[config.mk]
export PLATFORM = sky130hd
export DESIGN_NAME = usb_irq_moderator
export DESIGN_NICKNAME = d
export VERILOG_FILES = /design/src/rtl/usb_irq_moderator.sv
export SDC_FILE = /design/constraint.sdc
export NUM_CORES = 1
export LEC_CHECK = 0
export BUFFER_PORTS_ARGS = -buffer_cell sky130_fd_sc_hd__buf_2
export CORE_ASPECT_RATIO = 0.6
export CORE_UTILIZATION = 40
export DETAILED_ROUTE_END_ITERATION = 10
export GPL_TIMING_DRIVEN = 0
export PLACE_DENSITY = 0.7
export SETUP_SLACK_MARGIN = 0.2
export SLEW_MARGIN = 20
export SYNTH_ARGS = -nofsm -noshare
export SYNTH_HDL_FRONTEND = slang
export SYNTH_SLANG_ARGS = --single-unit
[constraint.sdc]
create_clock -name clk -period 3.15 [get_ports clk]
set_input_delay 0.1575 -clock clk [delete_from_list [all_inputs] [get_ports clk]]
set_output_delay 0.1575 -clock clk [all_outputs]
set_load 0.005 [all_outputs]
[src/rtl/usb_irq_moderator.sv]
module usb_irq_moderator #(
  parameter int DW = 32,
  parameter int AW = 2,
  parameter logic [7:0] THR_RESET = 8'h08
) (
  input  logic          clk,
  input  logic          rst_n,
  input  logic          wr_en,
  input  logic [AW-1:0] wr_addr,
  input  logic [DW-1:0] wr_data,
  input  logic [AW-1:0] rd_addr,
  output logic [DW-1:0] rd_data,
  input  logic          mf_tick,
  input  logic          evict_done,
  input  logic          evt_xfer,
  input  logic          evt_err,
  output logic          irq,
  output logic          doorbell,
  output logic          async_en,
  output logic          periodic_en
);
  localparam int CNTW = 7;

  logic [7:0]      thr_q;
  logic            db_q, ase_q, pse_q;
  logic [2:0]      sts_q, en_q;
  logic [CNTW-1:0] cnt_q;
  logic            irq_q;

  logic [CNTW-1:0] interval, cnt_n;
  logic [2:0]      sts_n, en_n, w1c;
  logic            boundary, aa_set, any_n, irq_n, db_n;

  wire wr_cmd = wr_en && (wr_addr == AW'(0));
  wire wr_sts = wr_en && (wr_addr == AW'(1));
  wire wr_ena = wr_en && (wr_addr == AW'(2));
  wire hc_rst = wr_cmd && wr_data[1];

  always_comb begin
    case (thr_q)
      8'h01, 8'h02, 8'h04, 8'h08, 8'h10, 8'h20, 8'h40: interval = thr_q[CNTW-1:0];
      default: interval = CNTW'(8);
    endcase
  end

  assign boundary = mf_tick && !wr_cmd && (cnt_q == interval - CNTW'(1));

  always_comb begin
    if (wr_cmd)        cnt_n = '0;
    else if (boundary) cnt_n = '0;
    else if (mf_tick)  cnt_n = cnt_q + CNTW'(1);
    else               cnt_n = cnt_q;
  end

  assign aa_set = db_q && evict_done;
  assign db_n   = (db_q && !evict_done) || (wr_cmd && wr_data[6]);
  assign w1c    = wr_sts ? {wr_data[5], wr_data[1], wr_data[0]} : 3'b000;
  assign sts_n  = (sts_q & ~w1c) | {aa_set, evt_err, evt_xfer};
  assign en_n   = wr_ena ? {wr_data[5], wr_data[1], wr_data[0]} : en_q;
  assign any_n  = |(sts_n & en_n);
  assign irq_n  = any_n && (irq_q || boundary);

  always_ff @(posedge clk or negedge rst_n) begin
    if (!rst_n) begin
      thr_q <= THR_RESET;
      db_q  <= 1'b0;
      ase_q <= 1'b0;
      pse_q <= 1'b0;
      sts_q <= '0;
      en_q  <= '0;
      cnt_q <= '0;
      irq_q <= 1'b0;
    end else if (hc_rst) begin
      thr_q <= THR_RESET;
      db_q  <= 1'b0;
      ase_q <= 1'b0;
      pse_q <= 1'b0;
      sts_q <= '0;
      en_q  <= '0;
      cnt_q <= '0;
      irq_q <= 1'b0;
    end else begin
      if (wr_cmd) begin
        thr_q <= wr_data[23:16];
        ase_q <= wr_data[5];
        pse_q <= wr_data[4];
      end
      db_q  <= db_n;
      sts_q <= sts_n;
      en_q  <= en_n;
      cnt_q <= cnt_n;
      irq_q <= irq_n;
    end
  end

  always_comb begin
    rd_data = '0;
    case (rd_addr)
      AW'(0): begin
        rd_data[23:16] = thr_q;
        rd_data[6]     = db_q;
        rd_data[5]     = ase_q;
        rd_data[4]     = pse_q;
      end
      AW'(1): begin
        rd_data[5] = sts_q[2];
        rd_data[1] = sts_q[1];
        rd_data[0] = sts_q[0];
      end
      AW'(2): begin
        rd_data[5] = en_q[2];
        rd_data[1] = en_q[1];
        rd_data[0] = en_q[0];
      end
      default: rd_data = '0;
    endcase
  end

  assign irq         = irq_q;
  assign doorbell    = db_q;
  assign async_en    = ase_q;
  assign periodic_en = pse_q;
endmodule


## Word-level counts from Yosys, hierarchy flattened

Index checks and enable logic that the tools add are counted.

- Register bits: 25
- Bits in latches: 0
- Bits in writable memories: 0
- Bits in read-only memories: 0
- Bits of input ports: 43
- Word-level logic and storage cells: 68
- Memories kept: 0

- Add/subtract/negate cells: 2
- Multipliers: 0
- Divide/modulo/power cells: 0
- $lt $le $gt $ge: 0
- Equal/unequal tests: 12
- Shift-type cells: 0
- Muxes and demuxes: 22
- Bitwise logic cells: 4
- Reductions and logical operators: 20

Operator list:

| cell | count |
|---|---|
| 7-bit two-way mux | 5 |
| 8-bit two-way mux | 3 |
| 3-bit two-way mux | 4 |
| 1-bit logical AND | 10 |
| 8-bit by 1-bit == test with 1-bit output (second input constant) | 1 |
| 8-bit by 2-bit == test with 1-bit output (second input constant) | 1 |
| 8-bit by 3-bit == test with 1-bit output (second input constant) | 1 |
| 8-bit by 4-bit == test with 1-bit output (second input constant) | 1 |
| 8-bit by 5-bit == test with 1-bit output (second input constant) | 1 |
| 8-bit by 6-bit == test with 1-bit output (second input constant) | 1 |
| 8-bit by 7-bit == test with 1-bit output (second input constant) | 1 |
| 1-bit two-way mux | 8 |
| 7-bit by 1-bit adder with 7-bit output (second input constant) | 1 |
| 7-bit == test | 1 |
| 7-bit OR reduction | 1 |
| 7-bit by 1-bit subtractor with 7-bit output (second input constant) | 1 |
| 3-bit AND | 2 |
| 2-bit by 1-bit == test with 1-bit output (second input constant) | 2 |
| 2-bit == test (second input constant) | 2 |
| 2-bit zero test | 2 |
| 2-bit case mux with 2 select lines | 1 |
| 4-bit nonzero test | 1 |
| 3-bit inverter | 1 |
| 3-bit OR | 1 |
| other kinds (5) | 7 |

## Longest topological paths before layout

- Depth in word-level cells: 10
- Mapped depth: 14
- Depth with buffers taken out: 13

## Worst setup path after synthesis

Ideal clock, no wire load.

- Path kind: reg2reg
- From: register thr_q[3]
- To: register irq_q, in the netlist irq
- Arrival: 2.692 ns
- Data required time: 3.029 ns
- Path slack: 0.337 ns
- Cell stages (with the launch flop): 15
- Buffers on the path: 1
- Cells stage by stage: dfstp_2 > buf_6 > nor4b_1 > a211o_1 > a22oi_2 > inv_1 > nand2_1 > ha_1 > or3b_4 > nor3_2 > xnor2_1 > nor2_2 > xnor2_1 > o2111a_2 > a22o_2

- Longest elaborated chain between the ends: 9
- Elaborated cells on any way between the ends: 15
- Classes of those cells: 1 x add/sub; 8 x eq/ne; 2 x mux; 4 x reduce/logical

RTL lines:

| element | line | RTL |
|---|---|---|
| start: declaration | 24 | `logic [7:0] thr_q;` |
| start signal: assignment | 84 | `thr_q <= wr_data[23:16];` |
| 8-bit by 1-bit == test with 1-bit output, or another cell as far along | 40 | `case (thr_q)` |
| 7-bit OR reduction | 40 |  |
| 7-bit two-way mux * | 40 |  |
| 7-bit by 1-bit subtractor with 7-bit output * | 46 | `assign boundary = mf_tick && !wr_cmd && (cnt_q == interval - CNTW'(1));` |
| 7-bit == test * | 46 |  |
| 1-bit logical AND * | 46 |  |
| 1-bit logical OR * | 61 | `assign irq_n = any_n && (irq_q \|\| boundary);` |
| 1-bit logical AND * | 61 |  |
| 1-bit two-way mux * | 73 | `end else if (hc_rst) begin` |
| end signal: assignment | 92 | `irq_q <= irq_n;` |
| end: declaration | 28 | `logic irq_q;` |

Every way passes the cells marked *; elsewhere a longest branch is shown, timed or not.
A chain may end at the register's enable or synchronous reset.

## Worst setup path after layout

- From: register thr_q[3]
- To: register cnt_q[5]

- Longest elaborated chain between the ends: 9
- Elaborated cells on any way between the ends: 16
- Classes of those cells: 1 x add/sub; 8 x eq/ne; 4 x mux; 3 x reduce/logical

RTL lines:

| element | line | RTL |
|---|---|---|
| 8-bit by 1-bit == test with 1-bit output, or another cell as far along | 40 |  |
| 7-bit OR reduction | 40 |  |
| 7-bit two-way mux * | 40 |  |
| 7-bit by 1-bit subtractor with 7-bit output * | 46 |  |
| 7-bit == test * | 46 |  |
| 1-bit logical AND * | 46 |  |
| 7-bit two-way mux | 50 | `else if (boundary) cnt_n = '0;` |
| 7-bit two-way mux | 49 | `if (wr_cmd) cnt_n = '0;` |
| 7-bit two-way mux | 73 |  |
| end signal: assignment | 91 | `cnt_q <= cnt_n;` |
| end: declaration | 27 | `logic [CNTW-1:0] cnt_q;` |

Marked as above.

==> results.sh <==
export IMPL_p_sw_mw=0.353
export IMPL_netlist_area_sq_um=1880
export IMPL_critPathLaunchType="flop"
export IMPL_avgViaCountPerCell=4.85
export IMPL_place_area_sq_um=2210
export IMPL_dieArea_sq_um=4980
export IMPL_dp_hpwl_um=3350
export IMPL_grt_overflow=0
export IMPL_num_antenna_cells=0
export IMPL_grt_usage=0.192
export IMPL_drt_initial_drc_count=82
export IMPL_vias=1720
export IMPL_sw_frac_of_total=0.345
export IMPL_antenna_found_initial=0
export IMPL_ys_types=47
export IMPL_die_w_um=90.4
export IMPL_clk_path_buf_depth=2
export IMPL_cts_tree="built"
export IMPL_start_util=0.436
export IMPL_area_growth_pct=28.5
export IMPL_rows=18
export IMPL_maxSlewHeadroom=0.618
export IMPL_hold_viol=0
export IMPL_p_per_area_nw_per_um2=424
export IMPL_top_layer="met4"
export IMPL_cts_max_level=1
export IMPL_crit_path_end_kind="flop"
export IMPL_status="finished clean"
export IMPL_pwr_share_clk=0.192
export IMPL_coreArea_sq_um=4300
export IMPL_fp_dieH_um=55.1
export IMPL_p_seq_frac=0.406
export IMPL_ant_nets=0
export IMPL_cp_max_fo=8
export IMPL_leakagePower_nw=1.19
export IMPL_synth_area_per_cell_sq_um=8.53
export IMPL_clock_skew_ns=0.00965
export IMPL_worst_pin_slew_ns=0.573
export IMPL_grt_max_degree=26
export IMPL_numPortBuffers=39
export IMPL_synth_warnings=0
export IMPL_final_cell_area_sq_um=2410
export IMPL_numCtsBuffers=3
export IMPL_rsz0062_at_grt="true"
export IMPL_async_flop_share=1.00
export IMPL_yosys_most_used_dff="dfrtp_1"
export IMPL_post_route_period_util=0.985
export IMPL_fin_crit_ns=3.10
export IMPL_clk_latency_ns=0.28
export IMPL_required_ns=3.29
export IMPL_clock_root_buffer="clkbuf_8"
export IMPL_p_int_mw=0.670
export IMPL_post_route_cells_drive_above_1_share=0.339
export IMPL_finalSetupViolations=0
export IMPL_power_frac_comb=0.402
export IMPL_wl_met3_um=235
export IMPL_final_common_cell="buf_2"
export IMPL_synth_seq_cells=25
export IMPL_clock_sinks=25
export IMPL_synth_edf_count=0
export IMPL_nNetsFinal=345
export IMPL_routed_wl_um=4560
export IMPL_arrival_ns=3.25
export IMPL_gp_congestion=0.804
export IMPL_peakVddDrop_mv=0.252
export IMPL_routedLengthMet1_um=2330
export IMPL_drv_cap=0
export IMPL_max_freq_mhz=322
export IMPL_slew_viol_final=0
export IMPL_drc=0
export IMPL_grt_pass1_wl_um=7290
export IMPL_grt_pass1_vias=1530
export IMPL_layout_common_cells="buf_2, buf_4, nand2_1"
export IMPL_yosysSeqAreaShare=0.334
export IMPL_dr_pass1_iters=4
export IMPL_power_mw=1.02
export IMPL_avgRoutedWirePerCell_um=12.8
export IMPL_hold_class="in2reg"
export IMPL_syn_inst=220
export IMPL_io_pins=79
export IMPL_wl_met2_um=1980
export IMPL_crit_type="reg2reg"
export IMPL_path_clk_slew_ns=0.09
## final timing paths
check                             from     endpoint  slack (ns)  cells past startpoint
setup / recovery              thr_q[3]     cnt_q[5]        0.05                     14
hold / removal             wr_data[21]     thr_q[5]        0.11                      3
setup reg to reg              thr_q[3]     cnt_q[5]        0.05                     14
hold reg to reg            periodic_en  periodic_en        0.50                      2
max in group asynchronous        rst_n     thr_q[1]        2.33                      2
min in group asynchronous        rst_n     cnt_q[6]        0.39                      2
## registers in the layout (all words and copies together), names as in the netlist
register / cells
thr_q: 8
cnt_q: 7
en_q: 3
sts_q: 3
async_en: 1
doorbell: 1
irq: 1
periodic_en: 1
## per-stage QoR
step	setup WS, ns	TNS [ns]	std cells	utilization	hold slack [ns]
final	0.0466	0	355	0.561	0.111
after global placement	0.0261	0	337	0.515	0.181
after floorplan	0.337	0	238	-	-0.138
after CTS	0.136	0	353	0.556	0.109
after global routing	-0.157	-1.18	355	0.561	0.108
after detailed placement	0.0377	0	337	0.515	0.181
## cells in the mapped netlist (2+ instances only)
cell type,number,area share
clkbuf_1,8,0.016
xnor2_1,8,0.037
o21ai_0,12,0.032
dfrtp_1,24,0.32
a211oi_1,6,0.024
buf_2,2,0.0053
nor4b_1,2,0.0093
nor2_1,9,0.018
inv_1,6,0.012
a21oi_1,10,0.027
nand3b_1,12,0.048
nand2b_1,4,0.013
nand2_1,27,0.054
a22oi_1,4,0.016
nor3b_1,2,0.0080
and2_1,10,0.033
and3_1,4,0.013
nand3_1,11,0.029
nor2b_1,5,0.017
ha_1,6,0.040
buf_4,20,0.080
nor3_1,2,0.0053
a22o_1,2,0.0093
## power groups by stage
| stage | clock network (mW) | registers (mW) | logic, mW |
|---|---|---|---|
| finish | 0.197 | 0.415 | 0.411 |
| global placement | 0 | 0.420 | 0.323 |
| global route | 0.217 | 0.421 | 0.461 |
| floorplan | 0 | 0.409 | 0.250 |
| detailed placement | 0 | 0.420 | 0.330 |
| CTS | 0.204 | 0.414 | 0.395 |
## repair_timing
item,CTS,global route
setup endpoints to repair,8,8
pin swaps,4,3
resized for setup,8,3
endpoints found under the hold margin,24,0
hold buffers,1,0
setup buffers,11,2
## kinds of logic (layout without fill, tap and decap cells)
family                   after synthesis  in the layout  share of synthesized area
other                                  1             19                    0.00200
AND/OR/NAND/NOR                       98             98                      0.306
AO/OA/AOI/OAI                         44             44                      0.157
adder cells (fa/ha/maj)                6              6                     0.0400
buffers and inverters                 37             94                      0.119
XOR/XNOR                               9              9                     0.0420
flip-flops                            25             25                      0.334
## area by class of cell
class                      count  area [sq um]
fill                         395          1890
multi-input combinational    176          1130
inverter                       6          22.5
tap                           60          75.1
clock inverter                 1          7.51
buffer                        31           201
sequential                    25           628
timing repair buffer          53           303
clock buffer                   3          41.3
## worst max-delay path, cell delays in order (launching register included)
cell,delay [ns]
dfstp_2,0.53
buf_6,0.13
nor4b_2,0.05
a211o_1,0.30
a22oi_2,0.18
inv_1,0.07
nand2_1,0.09
ha_2,0.21
or3b_4,0.41
nor3_2,0.11
a21oi_1,0.06
nand3b_1,0.17
a31oi_1,0.19
o2111a_2,0.35
a211oi_1,0.11
## per-layer routing
layer  global-route usage  vias to the layer above
met2                0.296                       43
met3               0.0396                        3
met5                    0                        -
li1                     -                      872
met1                0.285                      802
met4               0.0242                        0
Power figures use the tool's default switching activity.
